--- config.mk ---
export PLATFORM = sky130hd
export DESIGN_NAME = alu8_core
export DESIGN_NICKNAME = d
export VERILOG_FILES = /design/src/rtl/alu8_pkg.sv /design/src/rtl/alu8_bcd.sv /design/src/rtl/alu8_props.sv /design/src/rtl/alu8_exec.sv /design/src/rtl/alu8_core.sv
export SDC_FILE = /design/constraint.sdc
export NUM_CORES = 1
export LEC_CHECK = 0
export BUFFER_PORTS_ARGS = -buffer_cell sky130_fd_sc_hd__buf_2
export CAP_MARGIN = 10
export CORE_MARGIN = 2
export CORE_UTILIZATION = 65
export DETAILED_ROUTE_END_ITERATION = 7
export PLACE_DENSITY = 0.94
export REMOVE_ABC_BUFFERS = 1
export SETUP_SLACK_MARGIN = 0.1
export SLEW_MARGIN = 15
export SYNTH_ARGS = -nofsm -noshare
export SYNTH_HDL_FRONTEND = slang
export SYNTH_SLANG_ARGS = --single-unit
--- constraint.sdc ---
create_clock -name vclk -period 16
set_input_delay 3.2 -clock vclk [all_inputs]
set_output_delay 3.2 -clock vclk [all_outputs]
set_load 0.01 [all_outputs]
--- src/rtl/alu8_pkg.sv ---
`timescale 1ns/1ps
// Package: operation codes and per-code classification helpers.
// Assumes a 4-bit code space with all 16 values defined.
package alu8_pkg;

    typedef enum logic [3:0] {
        OP_AND  = 4'h0, OP_OR   = 4'h1, OP_XOR  = 4'h2, OP_XNOR = 4'h3,
        OP_ADDU = 4'h4, OP_ADDS = 4'h5, OP_ADDC = 4'h6, OP_MULS = 4'h7,
        OP_MULU = 4'h8, OP_SUBU = 4'h9, OP_ROL  = 4'hA, OP_RLC  = 4'hB,
        OP_LSR  = 4'hC, OP_ASR  = 4'hD, OP_LSL  = 4'hE, OP_BCD  = 4'hF
    } alu_op_e;

    // True for codes whose result spans both bytes.
    function automatic logic op_is_wide(input alu_op_e op);
        return (op == OP_MULS) || (op == OP_MULU) || (op == OP_BCD);
    endfunction

    // True for codes that may report a negative result.
    function automatic logic op_is_signed(input alu_op_e op);
        return (op == OP_ADDS) || (op == OP_MULS) || (op == OP_ASR) || (op == OP_LSL);
    endfunction

endpackage

--- src/rtl/alu8_bcd.sv ---
`timescale 1ns/1ps
// Packed-decimal to binary converter.
// Reads 2*W/4 nibbles, most significant first, and accumulates value*10+digit.
// Assumes W is a multiple of 4; nibbles above 9 are weighted at face value
// and reported through dig_bad.
module alu8_bcd #(
    parameter int W = 8
) (
    input  logic [2*W-1:0] bcd_in,
    output logic [2*W-1:0] bin_out,
    output logic           dig_bad
);
    localparam int NDIG = (2 * W) / 4;

    // Horner accumulation over all digits plus invalid-digit detection.
    always_comb begin
        bin_out = '0;
        dig_bad = 1'b0;
        for (int k = NDIG - 1; k >= 0; k--) begin
            bin_out = bin_out * (2*W)'(10) + (2*W)'(bcd_in[4*k +: 4]);
            if (bcd_in[4*k +: 4] > 4'd9) dig_bad = 1'b1;
        end
    end
endmodule

--- src/rtl/alu8_props.sv ---
`timescale 1ns/1ps
// Result-property detector: bit palindrome and primality of one W-bit value.
// Trial division by every constant divisor below 2**ceil(W/2) suffices,
// since any composite value below 2**W has a factor under its square root.
module alu8_props #(
    parameter int W = 8
) (
    input  logic [W-1:0] val,
    output logic         is_pal,
    output logic         is_prime
);
    localparam int DLIM = 2 ** ((W + 1) / 2);

    logic [W-1:0] rev;

    // Bit reversal built structurally.
    for (genvar i = 0; i < W; i++) begin : g_rev
        assign rev[i] = val[W-1-i];
    end

    assign is_pal = (rev == val);

    // Prime test: at least 2 and no divisor strictly between 1 and the value.
    always_comb begin
        is_prime = (val >= W'(2));
        for (int d = 2; d < DLIM; d++) begin
            if ((W'(d) < val) && ((val % W'(d)) == '0)) is_prime = 1'b0;
        end
    end
endmodule

--- src/rtl/alu8_exec.sv ---
`timescale 1ns/1ps
// Operation datapath: selects the result bytes and the carry, overflow and
// sign flags for the current code. Flags a code leaves undefined stay 0,
// and the high byte stays 0 for single-byte codes. The decimal conversion
// arrives precomputed from the converter.
module alu8_exec
    import alu8_pkg::*;
#(
    parameter int W = 8
) (
    input  logic [W-1:0]   a,
    input  logic [W-1:0]   b,
    input  logic           cin,
    input  alu_op_e        op,
    input  logic [2*W-1:0] bcd_val,
    input  logic           bcd_bad,
    output logic [W-1:0]   x,
    output logic [W-1:0]   y,
    output logic           cout,
    output logic           ovf,
    output logic           neg
);
    logic signed [2*W-1:0] smul;
    logic        [2*W-1:0] umul;

    // Full-width products, sign-extended or zero-extended beforehand.
    assign smul = $signed({{W{a[W-1]}}, a}) * $signed({{W{b[W-1]}}, b});
    assign umul = {{W{1'b0}}, a} * {{W{1'b0}}, b};

    // Per-code result and flag selection.
    always_comb begin
        x    = '0;
        y    = '0;
        cout = 1'b0;
        ovf  = 1'b0;
        neg  = 1'b0;
        case (op)
            OP_AND:  x = a & b;
            OP_OR:   x = a | b;
            OP_XOR:  x = a ^ b;
            OP_XNOR: x = ~(a ^ b);
            OP_ADDU: {cout, x} = {1'b0, a} + {1'b0, b};
            OP_ADDS: begin
                x   = a + b;
                ovf = (a[W-1] == b[W-1]) && (x[W-1] != a[W-1]);
                neg = x[W-1];
            end
            OP_ADDC: {cout, x} = {1'b0, a} + {1'b0, b} + {{W{1'b0}}, cin};
            OP_MULS: begin
                {y, x} = smul;
                neg    = y[W-1];
            end
            OP_MULU: {y, x} = umul;
            OP_SUBU: begin
                x    = a - b;
                cout = (a < b);
            end
            OP_ROL:  x = {a[W-2:0], a[W-1]};
            OP_RLC: begin
                x    = {a[W-2:0], cin};
                cout = a[W-1];
            end
            OP_LSR: begin
                x    = {1'b0, a[W-1:1]};
                cout = a[0];
            end
            OP_ASR: begin
                x    = {a[W-1], a[W-1:1]};
                cout = a[0];
                neg  = x[W-1];
            end
            OP_LSL: begin
                x    = {a[W-2:0], 1'b0};
                cout = a[W-1];
                ovf  = a[W-1] ^ a[W-2];
                neg  = x[W-1];
            end
            OP_BCD: begin
                {y, x} = bcd_val;
                cout   = bcd_bad;
            end
        endcase
    end

    // Single-byte codes keep the high byte clear.
    always_comb begin
        if (!op_is_wide(op)) p_hi_clear_r9: assert (y == '0)
            else $error("high byte set for single-byte code");
    end

    // Unsigned codes never report a negative result.
    always_comb begin
        if (!op_is_signed(op)) p_unsigned_pos_r9: assert (!neg)
            else $error("sign set for unsigned code");
    end

    // Overflow appears only on signed addition and left shift.
    always_comb begin
        if (ovf) p_ovf_source_r3: assert ((op == OP_ADDS) || (op == OP_LSL))
            else $error("overflow raised by wrong code");
    end
endmodule

--- src/rtl/alu8_core.sv ---
`timescale 1ns/1ps
// Top of the combinational ALU: wires the decimal converter, the operation
// datapath and the property detector, and forms the zero and summary flags.
// Assumes no clock; every output follows the present inputs.
module alu8_core
    import alu8_pkg::*;
(
    input  logic [7:0] opnd_a,
    input  logic [7:0] opnd_b,
    input  logic       carry_in,
    input  logic [3:0] opcode,
    output logic [7:0] res_lo,
    output logic [7:0] res_hi,
    output logic       flag_zero,
    output logic       flag_carry,
    output logic       flag_ovf,
    output logic       flag_any,
    output logic       flag_pal,
    output logic       flag_prime,
    output logic       flag_neg
);
    localparam int W = 8;

    logic [2*W-1:0] bcd_val;
    logic           bcd_bad;
    alu_op_e        op;

    assign op = alu_op_e'(opcode);

    alu8_bcd #(.W(W)) u_bcd (
        .bcd_in  ({opnd_b, opnd_a}),
        .bin_out (bcd_val),
        .dig_bad (bcd_bad)
    );

    alu8_exec #(.W(W)) u_exec (
        .a       (opnd_a),
        .b       (opnd_b),
        .cin     (carry_in),
        .op      (op),
        .bcd_val (bcd_val),
        .bcd_bad (bcd_bad),
        .x       (res_lo),
        .y       (res_hi),
        .cout    (flag_carry),
        .ovf     (flag_ovf),
        .neg     (flag_neg)
    );

    alu8_props #(.W(W)) u_props (
        .val      (res_lo),
        .is_pal   (flag_pal),
        .is_prime (flag_prime)
    );

    assign flag_zero = ({res_hi, res_lo} == '0);
    assign flag_any  = flag_zero | flag_carry | flag_ovf;

    // A palindrome must have matching end bits.
    always_comb begin
        if (flag_pal) p_pal_ends_r11: assert (res_lo[0] == res_lo[W-1])
            else $error("palindrome flag with unequal end bits");
    end

    // A prime byte is odd or exactly two.
    always_comb begin
        if (flag_prime) p_prime_odd_r12: assert (res_lo[0] || (res_lo == 8'd2))
            else $error("prime flag on even value");
    end

    // A zero result is neither prime nor negative.
    always_comb begin
        if (flag_zero) p_zero_plain_r10: assert (!flag_prime && !flag_neg)
            else $error("zero result with prime or sign flag");
    end
endmodule

# Word level (Yosys, flattened, before mapping)
# Index checks and enable logic that the tools add are counted.
[totals]
ff_bits = 0
[op_classes]
addsub = 7
n_mul = 5
div_mod_pow = 11
magnitude_cmp = 20
n_eq_ne = 18
mux = 23
n_bitwise = 7
n_reduce_logical = 33
[ops]
columns = ["operator", "count"]
rows = [
  ["$pmux W8 S16", 1],
  ["$logic_not A8 Y1", 14],
  ["$lt A4 B8 Y1 const A", 8],
  ["$mod A8 B4 Y8 const B", 7],
  ["$add A16 B4 Y16", 3],
  ["$eq A4 B4 Y1 const B", 8],
  ["$lt A3 B8 Y1 const A", 4],
  ["$mul A16 B3 Y15 const B", 2],
  ["$mul A8 B8 Y16", 2],
  ["$mod A8 B3 Y8 const B", 3],
  ["$pmux W8 S3", 1],
  ["$mux W1", 18],
  ["$eq A4 B3 Y1 const B", 4],
  ["$gt A4 B4 Y1 const B", 4],
  ["$logic_not A16 Y1", 1],
  ["$lt A2 B8 Y1 const A", 2],
  ["$logic_and A1 B1 Y1", 15],
  ["$add A8 B8 Y9", 1],
  ["$add A9 B1 Y9", 1],
  ["$add A8 B8 Y8", 1],
  ["$and A8 B8 Y8", 1],
  ["$eq A4 B2 Y1 const B", 2],
  ["$eq A8 B8 Y1", 1],
  ["$ge A8 B2 Y1 const B", 1],
  ["17 further kinds", 19],
]

# Depth between registers and ports, before layout
# Gate-level depths: netlist (run 1).
[logic_depth]
word_depth = 23
ltp_mapped = 45
depth_no_buf = 38

# Cells and area by module
# A second synthesis (run 1) with hierarchy kept.
[hier_totals]
hier_cells = 1787
area_unflattened_um2 = 13267.7
[by_module_without_submodules]
columns = ["module", "n_inst", "cells_each", "area_each_um2", "seq_area_each_um2"]
rows = [
  ["alu8_exec", 1, 802, 6195.9, 0.0],
  ["alu8_props", 1, 728, 4963.5, 0.0],
  ["alu8_bcd", 1, 250, 2052.0, 0.0],
  ["alu8_core", 1, 7, 56.3, 0.0],
]

# Least setup slack after synthesis (run 1)
# Ideal clock, no wire load.
[synth_timing]
kind = "in2out"
start = "input opnd_a[3]"
end = "output flag_prime"
arrival_time_ns = 11.470
required_ns = 12.800
path_slack_ns = 1.330
stages = 40
cell_sequence = "clkbuf_1 -> inv_1 -> nor2_1 -> ha_1 -> inv_1 -> fa_1 -> inv_1 -> ha_1 -> inv_1 -> fa_1 -> inv_1 -> ha_1 -> o211ai_1 -> a32oi_1 -> a211o_1 -> o32a_2 -> buf_2 -> buf_2 -> (+4 left out) -> or2_2 -> clkbuf_1 -> clkbuf_1 -> a311oi_1 -> a311oi_1 -> o311ai_0 -> o21ai_0 -> ha_1 -> nor4b_2 -> nor3b_1 -> xnor2_1 -> ha_1 -> nor2_1 -> and3_1 -> mux2_2 -> o2111ai_1 -> o311ai_1 -> nor4_2"
[synth_via]
elab_chain_len = 19
elab_cells_between_ends = 78
[synth_lines]
columns = ["element", "line_no", "text"]
rows = [
  ["start, declared", "alu8_core.sv:8", "input logic [7:0] opnd_a,"],
  ["branches (longest 2 deep; another with $mul A8 B8 Y16)", "--", ""],
  ["$pmux W8 S16 *", "alu8_exec.sv:37", "case (op)"],
  ["net res_lo[4]", "alu8_core.sv:12", "output logic [7:0] res_lo,"],
  ["$mod A8 B2 Y8 / $lt A2 B8 Y1 (equally long branches)", "alu8_props.sv:27", "if ((W'(d) < val) && ((val % W'(d)) == '0)) is_prime = 1'b0;"],
  ["$logic_not A8 Y1 / $logic_and A1 B1 Y1 (equally long branches)", "alu8_props.sv:27", ""],
  ["$logic_and A1 B1 Y1 / $mux W1 (equally long branches)", "alu8_props.sv:27", ""],
  ["$mux W1 (12 in a row)", "alu8_props.sv:27", ""],
  ["$mux W1 *", "alu8_props.sv:27", ""],
  ["end, declared", "alu8_core.sv:19", "output logic flag_prime,"],
]
# Mark *: on every way through the listed nets, which the timed path passes.

# Worst setup path in the final report (run 1)
[layout_timing]
start = "input opnd_a[0]"
end = "output flag_prime"
[layout_via]
elab_chain_len = 19
elab_cells_between_ends = 80
[layout_lines]
columns = ["element", "line_no"]
rows = [
  ["branches (longest 2 deep; another with $mul A8 B8 Y16)", "--"],
  ["$pmux W8 S16 *", "alu8_exec.sv:37"],
  ["$mod A8 B2 Y8, or another cell as far along", "alu8_props.sv:27"],
  ["$logic_not A8 Y1 / $logic_and A1 B1 Y1 (equally long branches)", "alu8_props.sv:27"],
  ["$logic_and A1 B1 Y1 / $mux W1 (equally long branches)", "alu8_props.sv:27"],
  ["$mux W1 (12 in a row)", "alu8_props.sv:27"],
  ["$mux W1 *", "alu8_props.sv:27"],
]
# Every way passes the cells marked *.

==> metrics.md, run 1 <==
| Metric | Value |
|---|---|
| Status | finished with violations |
| Failing checks | design-rule violations |
| Critical Path Start | opnd_a[0] |
| Placer congestion estimate | 1.01 |
| Largest net degree at the start of global routing | 53 |
| Unrepaired setup endpoints after global routing | false |
| Antenna violations before repair | 0 |
| Post-Syn Area per Cell | 7.34 µm² |
| CP max stage cell | a2111oi_1 |
| Minimum clock period | 15.43 ns |
| Clock buffer count | 0 |
| Max-cap violations | 0 |
| Final Cycle Share | 0.965 |
| Internal power | 945 µW |
| Net Sw Frac | 0.606 |
| Die area | 21100 µm² |
| Critical path arrival | 12.23 ns |
| Static Leak | 0.00591 µW |
| Synth area leader | ha_1 |
| Via count | 14536 |
| # hold bufs at CTS | 0 |
| Nets@finish | 2017 |
| Initial core utilization | 0.663 |
| Critical Path RT | 12.80 ns |
| Fillers | 1608 |
| HPWL Detailed | 33100 µm |
| WL/cell | 21.5 µm |
| Vias per inst | 7.25 |
| DRC | 14 |
| Sequential power share | 0 |
| Synth top area share | 0.156 |
| F_max | 64.8 MHz |
| Core Box Area | 19500 µm² |
| Share of cells above drive strength 1 | 0.0845 |
| Die Y | 145 µm |
| Layout area overhead | 2.46% |
| Syn Inst Count | 1764 |
| Die X | 145 µm |
| Crit path top cell by count | ha_1 |
| DR pass1 iterations | 8 |
| FF/Latch Area | 0 µm² |
| Startpoint Class | primary input |
| PwrDens | 181 nW/µm² |
| Final setup violation count | 0 |
| DRT antenna net count | 0 |
| First-pass GRT wire length | 70400 µm |
| Clock Power Share | 0 |
| Endpoint type of the worst setup path | output pin |
| CP Capture Point | flag_prime |
| Slew margin rel. | 0.325 |
| Grt total ovfl | 0 |
| Post-route cell area | 13300 µm² |
| Top cells by count, synth | ha_1 (162), inv_1 (155), nor2_1 (152) |
| Initial drt markers | 2249 |
| Yosys warnings | 0 |
| Cell Rows | 51 |
| Fin Hold WS | 7.16 ns |
| Routed WL | 43100 µm |
| Synth top area cells | ha_1 (16%), fa_1 (14%), inv_1 (4.5%) |
| Fin util | 0.680 |
| Power share of the combinational group | 1.000 |
| Mapped Area | 13000 µm² |
| Worst vdd ir | 0.165 mV |
| Register area share after synthesis | 0 |
| Worst hold-check path type | primary input to output pin |
| Critical path fanouts, max | 19 |
| Worst Max-Slew Pin Slew | 1.01 ns |
| Total GRT Usage | 0.395 |
| Diodes inserted | 0 |
| I/O pins | 44 |
| Slew Viols, Final | 0 |
| Crit path largest cell delay | 0.64 ns |
| Setup TNS | 0 ns |
| Net Switching | 1450 µW |
| Placement-stage cell area | 13200 µm² |
| Type of the worst setup path | primary input to output pin |
| Top-count cell post-synth | ha_1 |
| Seq_cells | 0 |
| Overall power | 2400 µW |
| Post-synth cell types | 106 |
| IO Port Bufs | 44 |
| Vias in the first global route | 14059 |
| Fin. Hold Viols | 0 |
worst min path at each step:
stage               startpoint       end  slack, ns  depth (start not counted)
floorplan            opcode[0]  flag_neg       6.55                          1
global placement     opnd_a[7]  flag_ovf       7.12                          4
detailed placement   opnd_a[7]  flag_ovf       7.13                          4
CTS                  opnd_a[7]  flag_ovf       7.13                          4
global route         opnd_a[7]  flag_ovf       7.17                          4
finish               opnd_a[7]  flag_ovf       7.16                          4
layout by cell type (no fill, tap or decap), drive strengths merged, types with 10 or more instances in the layout:
cell type,synthesis,final
xor2,30,30
buf,73,86
o311ai,13,13
o22ai,13,13
o21bai,15,15
nand3b,10,10
a31oi,18,18
mux2i,19,19
fa,93,93
o21ai,120,120
o211ai,18,18
o32ai,17,17
nand2b,21,21
nor3,42,42
nand2,137,137
a21oi,115,115
nor2,155,155
nor4,19,19
nand4,16,16
nor2b,12,12
o32a,10,10
a22oi,15,15
a21o,24,24
ha,162,162
xnor2,60,60
a211oi,31,31
nand3,64,64
o21a,18,18
a311oi,10,10
o221ai,12,12
inv,160,160
o31ai,10,10
a221oi,11,11
or3,10,10
and3,18,18
worst max-delay path: cells and delay by family:
family,cells,cell delay (ns)
simple gates,10,1.81
compound gates,10,2.90
fa+ha+maj,8,2.64
xor+xnor,1,0.20
buf+inv,9,1.45
metal layers:
layer	wire length, µm	GRT usage
met3	6020	0.0959
met1	16600	0.531
met5	0	0
met2	18600	0.618
met4	1920	0.140
cells by family after synthesis:
logic type / after synthesis / share of synthesized area
buffers and inverters: 274 / 0.0944
AOI/OAI and AO/OA: 559 / 0.305
muxes: 24 / 0.0190
other: 1 / 0.000289
xor gates and xnor gates: 90 / 0.0614
adders and majority gates: 259 / 0.303
and+or+nand+nor: 557 / 0.217
metrics by stage:
stage | setup slack, ns | std cells
finish | 0.565 | 2004
global route | 0.101 | 2004
CTS | 0.473 | 1998
detailed placement | 0.492 | 1998
global placement | 0.816 | 1998
floorplan | 1.12 | 1653
area by class of cell:
type                            count  area [µm²]  share of cell area
Inverter                          163         612              0.0461
Multi-Input combinational cell   1490       11800               0.888
Tap cell                          265         332              0.0250
Timing Repair Buffer               86         548              0.0413
power groups by stage:
| stage | Sequential (µW) | Clock, µW | Combinational (µW) |
|---|---|---|---|
| after floorplan | 0 | 0 | 1730 |
| after global placement | 0 | 0 | 2180 |
| after detailed placement | 0 | 0 | 2280 |
| after CTS | 0 | 0 | 2300 |
| after global routing | 0 | 0 | 2600 |
| final | 0 | 0 | 2400 |
repair_timing:
item,in CTS,in global routing
endpoints found under the hold margin,0,0
setup buffers,0,6
setup endpoints to repair,0,1
resized for setup,0,4
(Power assumes the default switching activity.)
==> inputs of run 2 (changes only) <==
Settings changed: CELL_PAD_IN_SITES_DETAIL_PLACEMENT from default to 1, CELL_PAD_IN_SITES_GLOBAL_PLACEMENT from default to 2, CORE_UTILIZATION 65 to 39, PLACE_DENSITY 0.94 to 0.95, REMOVE_ABC_BUFFERS 1 to default.
==> run 2 against run 1 <==
Compared with the run above:
- the flow now finishes without violations
- worst setup slack improved by 0.035 ns
- sequential cell count unchanged
- die area increased by 65%
- total power increased by 2.3%
- wire length increased by 16%
- critical endpoint unchanged
==> metrics.md, run 2 (synthesis results as in run 1) <==
| Metric | Value |
|---|---|
| CP Buf/Inv Count | 9 |
| Slew margin rel. | 0.261 |
| Vias per inst | 6.54 |
| Seq_cells | 0 |
| Grt total ovfl | 0 |
| Nets@finish | 2025 |
| Max-cap violations | 0 |
| Antenna violations before repair | 0 |
| Worst vdd ir | 0.152 mV |
| Crit path max-delay family | adder cells |
| Core Box Area | 32600 µm² |
| Post-route worst setup slack | 0.601 ns |
| Minimum clock period | 15.40 ns |
| Final setup violation count | 0 |
| FF/Latch Area | 0 µm² |
| CP max stage cell | fa_1 |
| I/O pins | 44 |
| Endpoint type of the worst setup path | output pin |
| PwrDens | 180 nW/µm² |
| IO Port Bufs | 44 |
| Critical path arrival | 12.20 ns |
| Unrepaired setup endpoints after global routing | false |
| DR pass1 iterations | 6 |
| Die area | 34700 µm² |
| Commonest non-fill, non-tap cell in the layout | ha_1 |
| Worst hold-check path type | primary input to output pin |
| Area of the multi-input gates | 11800 µm² |
| Final Cycle Share | 0.962 |
| Worst Max-Slew Pin Slew | 1.11 ns |
| Routed WL | 49900 µm |
| Largest net degree at the start of global routing | 52 |
| Type of the worst setup path | primary input to output pin |
| Crit path largest cell delay | 0.61 ns |
| Crit path top cell by count | inv_1 |
| Initial core utilization | 0.397 |
| HPWL Detailed | 38800 µm |
| Layout area overhead | 4.94% |
| Syn Nets | 2040 |
| # hold bufs at CTS | 0 |
| Diodes inserted | 0 |
| Setup WS pre-CTS | 0.256 ns |
| WL/cell | 22.8 µm |
| First-pass GRT wire length | 79000 µm |
| Vias in the first global route | 14427 |
| Die X | 186 µm |
| Critical path fanouts, max | 40 |
| Die Y | 186 µm |
| Status | completed |
| Static Leak | 0.00595 µW |
| Placer congestion estimate | 0.962 |
| Critical Path RT | 12.80 ns |
| Share of cells above drive strength 1 | 0.0916 |
| Via count | 14322 |
| Slew Viols, Final | 0 |
| DRT antenna net count | 0 |
| Setup TNS | 0 ns |
| DRC | 0 |
| Most frequent cells in the layout | ha_1 (162), inv_1 (154), nor2_1 (150), nand2_1 (137), a21oi_1 (115) |
| Initial drt markers | 1550 |
| F_max | 64.9 MHz |
| Clock buffer count | 0 |
| Fin. Hold Viols | 0 |
| Startpoint Class | primary input |
| Total GRT Usage | 0.285 |
| Fillers | 4115 |
| Overall power | 2450 µW |
| Cell Rows | 66 |
## run 2: power breakdown
group	internal, µW	switching [µW]
sequential	0	0
combinational	955	1500
clock	0	0
## run 2: tightest hold or removal path, cell delays in order
cell	delay [ns]
buf_2	0.31
a31o_2	0.34
buf_2	0.15
## run 2: through the flow
| stage | cells | util | hold WS [ns] | cell area [µm²] |
|---|---|---|---|---|
| 3_3_place_gp | 2173 | 0.411 | 7.18 | 13400 |
| 3_5_place_dp | 2173 | 0.411 | 7.19 | 13400 |
| 2_1_floorplan | 1764 | - | 6.62 | 13000 |
| 6_report | 2189 | 0.417 | 7.22 | 13600 |
| 4_1_cts | 2173 | 0.411 | 7.19 | 13400 |
| 5_1_grt | 2189 | 0.417 | 7.22 | 13600 |
## run 2: layout make-up
class | count | share of cell area
multi-input cells | 1490 | 0.868
well taps | 442 | 0.0407
inverters | 163 | 0.0455
repair buffers | 94 | 0.0457
## run 2: timing repair
item / 4_1_cts / 5_1_grt
buffers inserted: 0 / 16
endpoints found under the setup margin: 0 / 1
resized for setup: 0 / 15
## run 2: path summary, 6_finish.rpt
path    endpoint       from  depth (start not counted)  slack [ns]
max   flag_prime  opnd_b[4]                         33        0.60
min     flag_neg  opcode[0]                          3        7.22
## run 2: per-layer routing
layer  vias to the layer above  track usage  part of all wire
met4                         0       0.0929             0.037
met3                       134       0.0296             0.078
met1                      7090        0.401              0.44
met5                         -            0                 0
met2                       675        0.457              0.44
li1                       6423            -                 -
==> inputs of run 3 (changes only) <==
--- a/config.mk
+++ b/config.mk
@@ -7,3 +7,3 @@
 export LEC_CHECK = 0
-export BUFFER_PORTS_ARGS = -buffer_cell sky130_fd_sc_hd__buf_2
+export BUFFER_PORTS_ARGS = -buffer_cell sky130_fd_sc_hd__buf_4
 export CAP_MARGIN = 10
==> constraint.sdc (replaced) <==
create_clock -name vclk -period 16
set_input_delay 3.2 -clock vclk [all_inputs]
set_output_delay 3.2 -clock vclk [all_outputs]
set_load 0.02 [all_outputs]
==> run 3 against run 2 <==
Compared with the run above:
- total power decreased by 0.44%
- critical path depth increased by 3
- non-clock buffer count decreased by 16
- worst setup slack got worse by 0.020 ns
- clock-buffer cell count unchanged
- die area unchanged
- sequential share of layout area unchanged
- highest routed layer is now met5
- cell count decreased by 0.73%
- first-iteration DRC count decreased by 16%
- largest cell class unchanged
- critical endpoint unchanged
- sequential cell count unchanged
==> metrics.md, run 3 (synthesis results as in run 1) <==
| Metric | Value |
|---|---|
| DRC | 0 |
| Worst hold-check path type | primary input to output pin |
| Grt total ovfl | 0 |
| Post-CTS Setup Repair Bufs | 0 |
| Routed WL | 48700 µm |
| F_max | 64.9 MHz |
| Crit path largest cell delay | 0.54 ns |
| Placement-stage cell area | 13500 µm² |
| WL/cell | 22.4 µm |
| Endpoint type of the worst setup path | output pin |
| Syn Nets | 2040 |
| Total GRT Usage | 0.280 |
| Worst vdd ir | 0.107 mV |
| HPWL Detailed | 38100 µm |
| Setup TNS | 0 ns |
| Placer congestion estimate | 0.965 |
| Die Y | 186 µm |
| First-pass GRT wire length | 78000 µm |
| Die area | 34700 µm² |
| Most frequent cells in the layout | ha_1 (162), inv_1 (155), nor2_1 (151), nand2_1 (137), a21oi_1 (115) |
| I/O pins | 44 |
| Largest net degree at the start of global routing | 58 |
| CP max stage cell | fa_1 |
| Fin. Hold Viols | 0 |
| Vias in the first global route | 14091 |
| FF/Latch Area | 0 µm² |
| Status | completed |
| Antenna violations before repair | 1 |
| Crit path top cell by count | fa_1 |
| Nets@finish | 2009 |
| Seq_cells | 0 |
| Fillers | 4156 |
| Slew margin rel. | 0.259 |
| Final setup violation count | 0 |
| Minimum clock period | 15.42 ns |
| Slew Viols, Final | 0 |
| Diodes inserted | 0 |
| Clock buffer count | 0 |
| Post-route worst setup slack | 0.581 ns |
| DRT antenna net count | 0 |
| Final Cycle Share | 0.964 |
| Critical path fanouts, max | 50 |
| Fin util | 0.417 |
| Die X | 186 µm |
| Worst Max-Slew Pin Slew | 1.10 ns |
| Max-cap violations | 0 |
| Critical Path RT | 12.80 ns |
| Post-route cell area | 13600 µm² |
| Setup WS pre-CTS | 0.518 ns |
| Layout area overhead | 4.91% |
| Initial core utilization | 0.397 |
| DR pass1 iterations | 6 |
| Critical path arrival | 12.22 ns |
| Commonest non-fill, non-tap cell in the layout | ha_1 |
| CP Buf/Inv Count | 7 |
| PwrDens | 180 nW/µm² |
| Share of cells above drive strength 1 | 0.0832 |
| Unrepaired setup endpoints after global routing | false |
| Via count | 14010 |
| Static Leak | 0.00591 µW |
| Area of the multi-input gates | 11800 µm² |
| Crit path max-delay family | adder cells |
| Core Box Area | 32600 µm² |
| Startpoint Class | primary input |
| IO Port Bufs | 44 |
| Type of the worst setup path | primary input to output pin |
| Vias per inst | 6.45 |
| Cell Rows | 66 |
| Initial drt markers | 1305 |
==> run 3: changes by cell type in the layout (fill, tap and decap cells not counted), sizes merged <==
cell      previous run  this run
inv                159       160
buf                 93        78
clkinvlp             1         0
clkbuf               1         0
==> run 3: metal layers <==
metal,vias up,share of wire,global-route usage
met2,598,0.45,0.448
met5,-,0.00027,0
li1,6398,-,-
met1,6915,0.44,0.395
met4,2,0.029,0.0721
met3,97,0.077,0.0372
==> run 3: final timing paths <==
| kind | from | end | slack, ns | cells past startpoint |
|---|---|---|---|---|
| worst min-delay path | opcode[0] | flag_neg | 7.09 | 3 |
| worst max-delay path | opnd_a[0] | flag_prime | 0.58 | 36 |
==> run 3: final cells by class <==
type | count | share of cell area
inverters | 163 | 0.0454
repair buffers | 78 | 0.0443
multi-input cells | 1490 | 0.870
well taps | 442 | 0.0407
==> run 3: what timing repair did <==
action,4_1_cts,5_1_grt
endpoints found under the setup margin,0,1
hold buffers,0,0
gates resized for setup,0,15
==> run 3: metrics by stage <==
step	cells	hold WS, ns	total power [µW]
after detailed placement	2173	7.08	2380
after CTS	2173	7.08	2400
after global routing	2173	7.10	2690
final	2173	7.09	2440
after floorplan	1764	6.68	1800
after global placement	2173	7.08	2300
==> run 3: where the power goes <==
| group | switching (µW) | internal [µW] |
|---|---|---|
| clock | 0 | 0 |
| combinational | 1490 | 953 |
| sequential | 0 | 0 |
==> run 3: tightest hold or removal path: cells and delay by family <==
family                 cells  cell delay (ns)
buffers and inverters      2             0.39
AO/OA/AOI/OAI              1             0.28
